===== src/rtl/nor_cmd_pkg.sv =====
package nor_cmd_pkg;
  typedef enum logic [1:0] {MD_ARRAY = 2'd0, MD_IDENT = 2'd1, MD_QUERY = 2'd2, MD_FAST = 2'd3} md_t;
  typedef enum logic [1:0] {OP_PROG = 2'd0, OP_SECT = 2'd1, OP_CHIP = 2'd2, OP_SUSP = 2'd3} op_t;
  typedef enum logic [3:0] {
    SQ_IDLE, SQ_U1, SQ_U2, SQ_PROG, SQ_E1, SQ_E2, SQ_E3, SQ_FPROG, SQ_FEXIT
  } sq_t;

  localparam logic [7:0] K_UNL1  = 8'hAA;
  localparam logic [7:0] K_UNL2  = 8'h55;
  localparam logic [7:0] K_IDENT = 8'h90;
  localparam logic [7:0] K_PROG  = 8'hA0;
  localparam logic [7:0] K_FAST  = 8'h20;
  localparam logic [7:0] K_ESET  = 8'h80;
  localparam logic [7:0] K_SECT  = 8'h30;
  localparam logic [7:0] K_CHIP  = 8'h10;
  localparam logic [7:0] K_QUERY = 8'h98;
  localparam logic [7:0] K_RESET = 8'hF0;
  localparam logic [7:0] K_SUSP  = 8'hB0;
  localparam logic [7:0] K_FOUT  = 8'h00;
endpackage


===== src/rtl/nor_addr_match.sv =====
module nor_addr_match #(
  parameter int AW       = 20,
  parameter int CMD_BITS = 11
) (
  input  logic [AW-1:0] byte_addr,
  output logic          hit_555,
  output logic          hit_2aa,
  output logic          hit_55
);
  localparam logic [CMD_BITS-1:0] A555 = CMD_BITS'('h555);
  localparam logic [CMD_BITS-1:0] A2AA = CMD_BITS'('h2AA);
  localparam logic [CMD_BITS-1:0] A55  = CMD_BITS'('h055);

  logic [CMD_BITS-1:0] word_lo;
  assign word_lo = byte_addr[CMD_BITS:1];
  assign hit_555 = (word_lo == A555);
  assign hit_2aa = (word_lo == A2AA);
  assign hit_55  = (word_lo == A55);
endmodule


===== src/rtl/nor_seq_fsm.sv =====
module nor_seq_fsm
  import nor_cmd_pkg::*;
(
  input  logic       clk,
  input  logic       rst_n,
  input  logic       fire,
  input  logic [7:0] cmd,
  input  logic       hit_555,
  input  logic       hit_2aa,
  input  logic       hit_55,
  input  logic       chip_busy,
  input  logic       sect_busy,
  output md_t        mode,
  output logic       issue,
  output op_t        issue_kind
);
  sq_t  sq, sq_n;
  md_t  mode_n;
  logic from_ident, from_ident_n;

  always_comb begin
    sq_n         = sq;
    mode_n       = mode;
    from_ident_n = from_ident;
    issue        = 1'b0;
    issue_kind   = OP_PROG;
    if (fire && !chip_busy) begin
      if (sect_busy) begin
        if (cmd == K_SUSP) begin
          issue      = 1'b1;
          issue_kind = OP_SUSP;
        end
      end else if (cmd == K_RESET) begin
        sq_n         = SQ_IDLE;
        mode_n       = (mode == MD_QUERY && from_ident) ? MD_IDENT : MD_ARRAY;
        from_ident_n = 1'b0;
      end else begin
        sq_n = SQ_IDLE;
        case (mode)
          MD_QUERY: ;
          MD_FAST: begin
            case (sq)
              SQ_IDLE: begin
                if (cmd == K_PROG) sq_n = SQ_FPROG;
                else if (cmd == K_IDENT) sq_n = SQ_FEXIT;
              end
              SQ_FPROG: issue = 1'b1;
              SQ_FEXIT: if (cmd == K_FOUT) mode_n = MD_ARRAY;
              default: ;
            endcase
          end
          default: begin
            case (sq)
              SQ_IDLE: begin
                if (cmd == K_UNL1 && hit_555) sq_n = SQ_U1;
                else if (cmd == K_QUERY && hit_55) begin
                  mode_n       = MD_QUERY;
                  from_ident_n = (mode == MD_IDENT);
                end
              end
              SQ_U1: if (cmd == K_UNL2 && hit_2aa) sq_n = SQ_U2;
              SQ_U2: begin
                if (hit_555) begin
                  case (cmd)
                    K_IDENT: mode_n = MD_IDENT;
                    K_PROG:  sq_n   = SQ_PROG;
                    K_FAST:  mode_n = MD_FAST;
                    K_ESET:  sq_n   = SQ_E1;
                    default: ;
                  endcase
                end
              end
              SQ_PROG: issue = 1'b1;
              SQ_E1: if (cmd == K_UNL1 && hit_555) sq_n = SQ_E2;
              SQ_E2: if (cmd == K_UNL2 && hit_2aa) sq_n = SQ_E3;
              SQ_E3: begin
                if (cmd == K_SECT) begin
                  issue      = 1'b1;
                  issue_kind = OP_SECT;
                end else if (cmd == K_CHIP && hit_555) begin
                  issue      = 1'b1;
                  issue_kind = OP_CHIP;
                end
              end
              default: ;
            endcase
          end
        endcase
      end
    end
  end

  always_ff @(posedge clk or negedge rst_n) begin
    if (!rst_n) begin
      sq         <= SQ_IDLE;
      mode       <= MD_ARRAY;
      from_ident <= 1'b0;
    end else begin
      sq         <= sq_n;
      mode       <= mode_n;
      from_ident <= from_ident_n;
    end
  end
endmodule


===== src/rtl/nor_op_stage.sv =====
module nor_op_stage
  import nor_cmd_pkg::*;
#(
  parameter int AW = 20,
  parameter int DW = 16
) (
  input  logic          clk,
  input  logic          rst_n,
  input  logic          issue,
  input  op_t           issue_kind,
  input  logic [AW-1:0] issue_addr,
  input  logic [DW-1:0] issue_data,
  input  logic          op_ready,
  output logic          op_valid,
  output op_t           op_kind,
  output logic [AW-1:0] op_addr,
  output logic [DW-1:0] op_data
);
  always_ff @(posedge clk or negedge rst_n) begin
    if (!rst_n) begin
      op_valid <= 1'b0;
      op_kind  <= OP_PROG;
      op_addr  <= '0;
      op_data  <= '0;
    end else if (issue) begin
      op_valid <= 1'b1;
      op_kind  <= issue_kind;
      op_addr  <= issue_addr;
      op_data  <= issue_data;
    end else if (op_ready) begin
      op_valid <= 1'b0;
    end
  end
endmodule


===== src/rtl/nor_cmd_decoder.sv =====
module nor_cmd_decoder
  import nor_cmd_pkg::*;
#(
  parameter int AW       = 20,
  parameter int CMD_BITS = 11
) (
  input  logic          clk,
  input  logic          rst_n,
  input  logic          wr_valid,
  output logic          wr_ready,
  input  logic [AW-1:0] wr_addr,
  input  logic [15:0]   wr_data,
  input  logic          eng_chip_busy,
  input  logic          eng_sect_busy,
  output logic          op_valid,
  input  logic          op_ready,
  output logic [1:0]    op_kind,
  output logic [AW-1:0] op_addr,
  output logic [15:0]   op_data,
  output logic [1:0]    mode,
  output logic [1:0]    rd_src
);
  localparam int DW = 16;

  logic fire, hit_555, hit_2aa, hit_55, issue;
  op_t  issue_kind, kind_q;
  md_t  md;

  assign wr_ready = !op_valid;
  assign fire     = wr_valid && wr_ready;

  nor_addr_match #(.AW(AW), .CMD_BITS(CMD_BITS)) u_match (
    .byte_addr(wr_addr), .hit_555(hit_555), .hit_2aa(hit_2aa), .hit_55(hit_55)
  );

  nor_seq_fsm u_fsm (
    .clk(clk), .rst_n(rst_n), .fire(fire), .cmd(wr_data[7:0]),
    .hit_555(hit_555), .hit_2aa(hit_2aa), .hit_55(hit_55),
    .chip_busy(eng_chip_busy), .sect_busy(eng_sect_busy),
    .mode(md), .issue(issue), .issue_kind(issue_kind)
  );

  nor_op_stage #(.AW(AW), .DW(DW)) u_ops (
    .clk(clk), .rst_n(rst_n), .issue(issue), .issue_kind(issue_kind),
    .issue_addr(wr_addr), .issue_data(wr_data), .op_ready(op_ready),
    .op_valid(op_valid), .op_kind(kind_q), .op_addr(op_addr), .op_data(op_data)
  );

  assign op_kind = kind_q;
  assign mode    = md;

  always_comb begin
    case (md)
      MD_IDENT: rd_src = 2'd1;
      MD_QUERY: rd_src = 2'd2;
      default:  rd_src = 2'd0;
    endcase
  end
endmodule


===== config.mk =====
export PLATFORM = sky130hd
export DESIGN_NAME = nor_cmd_decoder
export DESIGN_NICKNAME = d
export VERILOG_FILES = /design/src/rtl/nor_cmd_pkg.sv /design/src/rtl/nor_addr_match.sv /design/src/rtl/nor_seq_fsm.sv /design/src/rtl/nor_op_stage.sv /design/src/rtl/nor_cmd_decoder.sv
export SDC_FILE = /design/constraint.sdc
export NUM_CORES = 1
export LEC_CHECK = 0
export BUFFER_PORTS_ARGS = -buffer_cell sky130_fd_sc_hd__buf_2
export CORE_UTILIZATION = 45
export DETAILED_ROUTE_END_ITERATION = 10
export PLACE_DENSITY = 0.73
export SYNTH_ARGS = -nofsm -noshare
export SYNTH_HDL_FRONTEND = slang
export SYNTH_SLANG_ARGS = --single-unit

===== constraint.sdc =====
create_clock -name clk -period 5 [get_ports clk]
set_input_delay 0.75 -clock clk [delete_from_list [all_inputs] [get_ports clk]]
set_output_delay 0.75 -clock clk [all_outputs]
set_load 0.05 [all_outputs]

# --- Yosys cells after proc, flatten, opt, wreduce, memory -nomap -nowiden ---
# Cells that the tools add are included.
op_classes:
  add_sub_neg: 0
  multipliers: 0
  div_mod_pow: 0
  order_cmp: 0
  eq_ne: 34
  shift: 0
  muxes: 47
  bitwise: 1
  n_reduce_logical: 19
ops:
  columns: ["operator", "count"]
  rows:
  - ["8-bit equality test, second input constant", 7]
  - ["2-bit two-way mux", 15]
  - ["4-bit two-way mux", 5]
  - ["4-bit case mux with 5 select lines", 1]
  - ["4-bit by 3-bit equality test with 1-bit output, second input constant", 4]
  - ["8-bit by 6-bit equality test with 1-bit output, second input constant", 2]
  - ["1-bit two-way mux", 16]
  - ["2-bit case mux with 2 select lines", 4]
  - ["11-bit by 10-bit equality test with 1-bit output, second input constant", 1]
  - ["11-bit equality test, second input constant", 1]
  - ["11-bit by 7-bit equality test with 1-bit output, second input constant", 1]
  - ["10-bit AND reduction", 1]
  - ["4-bit by 2-bit equality test with 1-bit output, second input constant", 2]
  - ["8-bit by 5-bit equality test with 1-bit output, second input constant", 1]
  - ["8-bit by 7-bit equality test with 1-bit output, second input constant", 1]
  - ["8-bit zero test", 1]
  - ["4-bit by 1-bit != test with 1-bit output, second input constant", 2]
  - ["4-bit case mux with 2 select lines", 1]
  - ["1-bit logical AND", 7]
  - ["3-bit two-way mux", 2]
  - ["2-bit by 1-bit != test with 1-bit output, second input constant", 3]
  - ["3-bit case mux with 2 select lines", 1]
  - ["6-bit AND reduction", 1]
  - ["2-bit nonzero test", 3]
  - ["15 further kinds", 18]
word_totals:
  ff_bits: 46
  latchBits: 0
  mem_bits_rw: 0
  rom_bits: 0
  out_inout_bits: 44
  n_memories: 0

# --- Logic depth before layout (Yosys ltp) ---
# Gate-level depths: netlist (run 1).
depth:
  word_depth: 10
  mapped_depth: 8
  ltp_nobuf: 6

# --- Cells and area by module ---
# Synthesis (run 1) repeated with hierarchy kept, for this count alone.
hier_totals:
  hier_cells: 207
  hier_area_um2: 2509.9
by_module_without_submodules:
  columns: ["mod", "n_inst", "cells_each", "area_per_inst_um2", "seq_area_each_um2"]
  rows:
  - ["nor_op_stage", 1, 83, 1486.4, 975.9]
  - ["nor_seq_fsm", 1, 110, 915.9, 175.2]
  - ["nor_addr_match", 1, 10, 82.6, 0.0]
  - ["nor_cmd_decoder", 1, 4, 25.0, 0.0]

# --- Worst setup path before layout (run 1) ---
# OpenSTA, ideal clock, no wires.
synth_timing:
  path_kind: "in2reg"
  startpoint: "in wr_data[0]"
  endpoint: "reg u_ops.op_addr[19]"
  arrival_time_ns: 2.493
  t_required_ns: 4.873
  path_slack_ns: 2.380
  path_stages: 8
  path_cell_list: "or4_4 nor3_4 a41oi_1 o31a_2 a21oi_4 buf_6 buf_6 mux2_1"
synth_between:
  elab_chain_len: 9
  word_cells_on_any_way: 13
  cone_classes: "4 x eq/ne; 8 x mux; 1 x reduce/logical"
synth_lines:
  columns: ["element", "line", "text"]
  rows:
  - ["from (decl)", "nor_cmd_decoder.sv:12", "input logic [15:0] wr_data,"]
  - ["8-bit by 5-bit equality test with 1-bit output", "nor_seq_fsm.sv:80", "end else if (cmd == K_CHIP && hit_555) begin"]
  - ["1-bit logical AND", "nor_seq_fsm.sv:80", null]
  - ["1-bit two-way mux", "nor_seq_fsm.sv:80", null]
  - ["1-bit two-way mux", "nor_seq_fsm.sv:77", "if (cmd == K_SECT) begin"]
  - ["1-bit case mux with 2 select lines", "nor_seq_fsm.sv:53", "case (sq)"]
  - ["1-bit case mux with 2 select lines", "nor_seq_fsm.sv:39", "case (mode)"]
  - ["1-bit two-way mux", "nor_seq_fsm.sv:33", "end else if (cmd == K_RESET) begin"]
  - ["1-bit two-way mux (*)", "nor_seq_fsm.sv:28", "if (sect_busy) begin"]
  - ["1-bit two-way mux (*)", "nor_seq_fsm.sv:27", "if (fire && !chip_busy) begin"]
  - ["to (signal assigned)", "nor_op_stage.sv:28", "op_addr <= issue_addr;"]
  - ["to (decl)", "nor_op_stage.sv:16", "output logic [AW-1:0] op_addr,"]
# Every way passes the cells marked *; elsewhere a longest branch is shown, timed or not.
# A chain may end at the register's enable or synchronous reset.

# --- Worst setup path after layout (run 1) ---
layout_timing:
  startpoint: "in wr_data[0]"
  endpoint: "reg u_ops.op_data[1]"
layout_between:
  elab_chain_len: 9
  word_cells_on_any_way: 13
  cone_classes: "4 x eq/ne; 8 x mux; 1 x reduce/logical"
layout_lines:
  columns: ["element", "line", "text"]
  rows:
  - ["8-bit by 5-bit equality test with 1-bit output", "nor_seq_fsm.sv:80", null]
  - ["1-bit logical AND", "nor_seq_fsm.sv:80", null]
  - ["1-bit two-way mux", "nor_seq_fsm.sv:80", null]
  - ["1-bit two-way mux", "nor_seq_fsm.sv:77", null]
  - ["1-bit case mux with 2 select lines", "nor_seq_fsm.sv:53", null]
  - ["1-bit case mux with 2 select lines", "nor_seq_fsm.sv:39", null]
  - ["1-bit two-way mux", "nor_seq_fsm.sv:33", null]
  - ["1-bit two-way mux (*)", "nor_seq_fsm.sv:28", null]
  - ["1-bit two-way mux (*)", "nor_seq_fsm.sv:27", null]
  - ["to (signal assigned)", "nor_op_stage.sv:29", "op_data <= issue_data;"]
  - ["to (decl)", "nor_op_stage.sv:17", "output logic [DW-1:0] op_data"]
# Marked as above.

==> results.md, run 1 <==
- Post CTS Setup Buffer Count: 0
- Clock Sinks: 46
- Clock skew: 4.98 ps
- CP Buf/Inv Count: 2
- Synthesis-stage register bit count: 46
- Residual DRC: 0
- Post-synth cell types: 47
- Num CTS Buffers: 5
- Area grow syn2layout: 25.0%
- Post-Synthesis Cell Area: 2280 µm²
- CP max FO: 22
- Post-Synth Simple-Gate Area: 18.9%
- DIE WIDTH: 73.2 µm
- Yosys top cell area share: 50.5%
- Avg Inst Size Synth: 11.9 µm²
- Commonest cells after routing, fill and taps aside: 85 x buf_2, 46 x dfrtp_1, 31 x mux2_2
- EDFF count, synth: 0
- Routability Congestion: 0.874
- Crit path kind: input pin to register
- Register area share after synthesis: 50.5%
- Pleak: 1.33 nW
- Power Total: 1.42 mW
- GRT Util Overall: 20.8%
- HP Class: register to register
- Final Setup Violations: 0
- Crit-path cells: buf_2, or4_4, nor3_4, a41oi_1, o31a_2, a21oi_4, buf_4, mux2_2
- Commonest non-fill, non-tap cell in the layout: buf_2
- Status: complete, no violations
- Dominant cell type by area after synthesis: dfrtp_1
- Async SR Flop Fraction: 100%
- # IOs: 86
- Worst IR drop on VDD: 0.000244 V
- Peak Freq: 0.322 GHz
- Fin. Hold Viols: 0
- Post-synthesis mux area share: 17.7%
- Final cell count without fillers: 345
- Unrepaired setup endpoints after global routing: false
- Slew @ Worst Pin: 987 ps
- Post-Syn Instances: 192
- Nets@finish: 319
- Placed Cells: 337
- WL/cell: 15.1 µm
- Fill count: 440
- DP Area: 2740 µm²
- Grt peak-use layer: met2
- Final TNS setup: 0 ps
- Period utilization: 62.1%
- Area of the core: 4790 µm²
- Skew-Pair Late Insertion Delay: 290 ps
- Cell family with most CP delay: compound AO/OA/AOI/OAI gates
- Power density over cell area: 498 nW/µm²
- Global-route wire length before repair: 8340 µm
- Initial drt markers: 146
- Critical Path Source Type: input pin
- Slew Viols, Final: 0
- Compound-gate portion of the synthesized area: 9.56%
- DIE AREA: 5350 µm²
- Die height: 73.2 µm
- # diodes: 0
- Cells taking the most area after synthesis: dfrtp_1 51%, mux2_2 15%, nor2_1 2.1%
- GR Util met3: 6.63%
- Max_slew headroom: 34.2%
- Syn Nets: 234
- Top FF cell, synth: dfrtp_1
- Pin count of the biggest net entering global routing: 47
- Port-buffer cells: 85
- Largest family of logic cells by synthesized area: simple AND/OR/NAND/NOR gates
- Pre-CTS setup slack: 1590 ps
- Initial cell density of the core: 47.6%
- Vias in the first global route: 1782
- Warnings from Yosys: 0
- Reg clk slew, reported paths: 80 ps
- Remaining antenna violation count: 0
- Layout cells sized above 1: 46.0%
- Crit end category: register
- Row count: 25
- Worst path required time: 5180 ps
- Final WS setup: 1890 ps
- XOR/XNOR Fraction of Synth Area: 0%
- Met1 global-route usage: 27.8%
- Critical path arrival: 3280 ps
- Vias/cell: 5.38
- M2 GR Usage: 32.2%
- CP max-delay cell: or4_4
- Post_cts resized: 0
- Dpl hpwl: 3930 µm
- Root Buffer: clkbuf_8
- Clk buf depth: 2
- Minimum clock period: 3110 ps
- Initial antenna violation count: 0
- Fin area: 2850 µm²
- H-tree levels: 2
- Global route overflow: 0
- Post-synthesis adder-cell area fraction: 0%
- CP max stage delay: 550 ps
- DR vias: 1855
- Max-cap violations: 0
- Hold-fix buffers, CTS: 0
- Routed Wire Length: 5200 µm
- TritonCTS clock tree: done
- Initial DRT Pass Iterations: 5
-- flip-flops by register name, indices dropped and copies added (netlist names) --
register and count:
u_fsm.from_ident 1, u_fsm.mode 2, u_fsm.sq 4, u_ops.op_addr 20
u_ops.op_data 16, u_ops.op_kind 2, u_ops.op_valid 1
-- power by group --
group          total, mW  internal (mW)  switching, mW
clock              0.269          0.150          0.119
sequential         0.535          0.462         0.0729
combinational      0.614          0.168          0.445
-- worst paths after layout --
path	startpoint	end	slack (ps)	cells past startpoint
worst min-delay path	u_ops.op_data[13]$_DFFE_PN0P_	u_ops.op_data[13]$_DFFE_PN0P_	480	1
max in group asynchronous	rst_n	u_ops.op_addr[13]$_DFFE_PN0P_	3780	1
min in group asynchronous	rst_n	u_ops.op_data[15]$_DFFE_PN0P_	610	1
worst min register to register	u_ops.op_data[13]$_DFFE_PN0P_	u_ops.op_data[13]$_DFFE_PN0P_	480	1
worst max register to register	u_fsm.mode[1]$_DFFE_PN0P_	u_ops.op_data[1]$_DFFE_PN0P_	2210	6
worst max-delay path	wr_data[0]	u_ops.op_data[1]$_DFFE_PN0P_	1890	8
-- layout make-up --
type                    instances  area (µm²)  area share, %
flip-flops and latches         46        1150           40.4
multi-input cells             132        1050           36.9
repair buffers                 86         433           15.2
well taps                      67        83.8           2.94
clock buffers                   7        76.3           2.68
clock inverters                 1        30.0           1.05
inverters                       6        22.5          0.791
-- metal layers --
metal	part of all wire, %	vias to the layer above	routed length, µm
met4	0.79	0	41
met5	0	-	0
met1	46	875	2410
met2	45	84	2350
li1	-	890	-
met3	7.5	6	388
-- worst register-to-register path: stages, from the launching register on --
cell	delay, ps
dfrtp_1	530
nor3b_1	450
and4_1	250
nand3_1	120
a21oi_4	540
buf_4	400
mux2_2	380
-- synthesized netlist by cell type (3+ instances only) --
cell type and instances:
inv_1 6, nand2_1 4, a31oi_1 5, nor4bb_1 4, nand3_1 6, mux2_2 31, dfrtp_1 46, nor3_1 4
nor2_1 13, nand2b_1 3, o2bb2ai_1 3, and2_1 5, clkbuf_1 4, mux2_1 4, nand4_1 5, a21oi_1 3
nor2b_1 6
-- logic make-up (layout without fill, tap and decap cells) --
kind of cell / Yosys count / count (layout)
AND/OR/NAND/NOR: 68 / 68
flip-flops: 46 / 46
multiplexers: 36 / 36
AO/OA/AOI/OAI: 28 / 28
buffers and inverters: 14 / 100
-- through the flow --
step	hold slack, ps	util (%)
after detailed placement	470	57.3
after floorplan	454	-
after CTS	489	59.5
after global placement	463	57.3
after global routing	519	59.5
final	484	59.5
Note: power is estimated with default switching activity, not from simulation.
==> run 2, diff against run 1 <==
Clock period 5 ns to 2.9 ns, I/O delays scaled along.
==> results.md, run 2 (synthesis gave the netlist of run 1 again) <==
- CP max FO: 32 (+45%)
- Clk buf depth: 2 (unchanged)
- Worst reg-to-reg path cell count: 6 (unchanged)
- Crit path from: u_fsm.mode[1]$_DFFE_PN0P_
- Worst r2r src: u_fsm.mode[1]$_DFFE_PN0P_
- Slew Viols, Final: 0 (unchanged)
- Period utilization: 80.9%
- Hold-fix buffers, CTS: 0 (unchanged)
- Routability Congestion: 0.889 (+1.7%)
- Fill count: 432 (-1.8%)
- Global-route wire length before repair: 8670 µm (+3.9%)
- Power Total: 2.39 mW (+69%)
- Global route overflow: 0 (unchanged)
- Initial DRT Pass Iterations: 4 (-1)
- Fin. Hold Viols: 0 (unchanged)
- Power density over cell area: 832 nW/µm² (+67%)
- Worst IR drop on VDD: 0.000465 V (+91%)
- Pleak: 1.34 nW (+1.0%)
- Unrepaired setup endpoints after global routing: false
- Vias in the first global route: 1814 (+1.8%)
- Skew-Pair Late Insertion Delay: 290 ps (about the same)
- Clock Sinks: 46 (unchanged)
- Reg clk slew, reported paths: 80 ps (about the same)
- Root Buffer: clkbuf_8
- Commonest non-fill, non-tap cell in the layout: buf_2
- Area grow syn2layout: 26.1%
- Worst path required time: 3080 ps (-2100 ps)
- Post-layout util: 60.0% (+0.50 points)
- TritonCTS clock tree: done
- # IOs: 86 (unchanged)
- GRT Util Overall: 21.2% (+0.37 points)
- Residual DRC: 0 (unchanged)
- Initial cell density of the core: 47.6% (unchanged)
- Max reg flops: 20 (unchanged)
- Critical path arrival: 2530 ps (-750 ps)
- R2R Path End: u_ops.op_addr[2]$_DFFE_PN0P_
- Largest regs: u_ops.op_addr: 20 flops, u_ops.op_data: 16 flops, u_fsm.sq: 4 flops
- FF/Latch Area: 1150 µm² (unchanged)
- Initial drt markers: 85 (-42%)
- Crit end category: register
- Clock skew: 4.40 ps (-0.588 ps)
- Initial antenna violation count: 0 (unchanged)
- Remaining antenna violation count: 0 (unchanged)
- Max-cap violations: 0 (unchanged)
- Dpl hpwl: 3900 µm (-0.90%)
- # diodes: 0 (unchanged)
- Routed Wire Length: 5200 µm (about the same)
- Max_slew headroom: 34.6% (+0.39 points)
- Largest Register: u_ops.op_addr
- Post_cts resized: 0 (unchanged)
- DR vias: 1884 (+1.6%)
- Post CTS Setup Buffer Count: 0 (unchanged)
- Slew @ Worst Pin: 981 ps (-5.80 ps)
- Critical Path Source Type: register
- Area of the core: 4790 µm² (unchanged)
- HP Class: input pin to async pin
- Hold_ws: 298 ps (-186 ps)
- Final TNS setup: 0 ps (unchanged)
- DP Area: 2780 µm² (+1.3%)
- Reg2reg setup slack: 550 ps (-1660 ps)
- Peak Freq: 0.426 GHz
- Num CTS Buffers: 5 (unchanged)
- WL/cell: 14.9 µm (-0.84%)
- Commonest cells after routing, fill and taps aside: 85 x buf_2, 46 x dfrtp_1, 31 x mux2_2
- DIE AREA: 5350 µm² (unchanged)
- Nets@finish: 322 (+0.94%)
- Port-buffer cells: 85 (unchanged)
- H-tree levels: 2 (unchanged)
- Row count: 25 (unchanged)
- Crit path kind: register to register
- Minimum clock period: 2350 ps
- Area occupied by multi-input gates: 1050 µm² (unchanged)
- Fin area: 2870 µm² (+0.83%)
- DIE WIDTH: 73.2 µm (unchanged)
- Die height: 73.2 µm (unchanged)
- Vias/cell: 5.41 (+0.69%)
- Status: complete, no violations
- Final Setup Violations: 0 (unchanged)
- Pin count of the biggest net entering global routing: 47 (unchanged)
- Layout cells sized above 1: 47.3% (+1.3 points)
run 2: changes by cell type in the layout (fill, tap and decap cells not counted):
cell,previous run,this run
buf_4,1,3
bufinv_16,1,0
clkbuf_8,5,6
buf_12,0,1
clkbuf_1,2,0
clkinv_2,0,1
clkinvlp_4,0,1
run 2: per-stage QoR:
stage	worst slack, ps	std cells
finish	555	348
floorplan	595	192
global placement	395	340
detailed placement	321	340
CTS	575	348
global route	415	348
run 2: how the worst max path moves through the flow:
| stage | endpoint | slack, ps | depth (start not counted) |
|---|---|---|---|
| 4_1_cts | u_ops.op_addr[7]$_DFFE_PN0P_ | 570 | 6 |
| 2_1_floorplan | u_ops.op_addr[19]$_DFFE_PN0P_ | 590 | 8 |
| 3_3_place_gp | u_ops.op_addr[11]$_DFFE_PN0P_ | 400 | 8 |
| 3_5_place_dp | u_ops.op_addr[7]$_DFFE_PN0P_ | 320 | 8 |
| 5_1_grt | u_ops.op_data[9]$_DFFE_PN0P_ | 410 | 6 |
| 6_report | u_ops.op_addr[2]$_DFFE_PN0P_ | 550 | 6 |
run 2: report_power, final:
| group | total (mW) | switching (mW) | internal (mW) |
|---|---|---|---|
| registers | 0.924 | 0.128 | 0.796 |
| clock network | 0.404 | 0.213 | 0.192 |
| logic | 1.06 | 0.769 | 0.293 |
run 2: routing by layer:
layer / vias to the layer above / wire [µm] / global-route usage [%]
met4: 0 / 55 / 6.32
met3: 6 / 333 / 5.25
met5: - / 0 / 0
met2: 80 / 2360 / 32.1
li1: 897 / - / -
met1: 901 / 2450 / 30.0
run 2: cell type report:
type,count,area share [%]
flip-flops and latches,46,40.1
multi-input cells,132,36.6
clock inverters,2,0.436
well taps,67,2.92
clock buffers,6,2.87
inverters,6,0.784
repair buffers,89,16.3
run 2: worst max-delay path, stage by stage, from the launching register on:
cell and delay (ps):
dfrtp_1 540, nor3b_1 470, and4_1 260, nand3_1 140, a21oi_4 220, buf_12 220
mux2_2 360
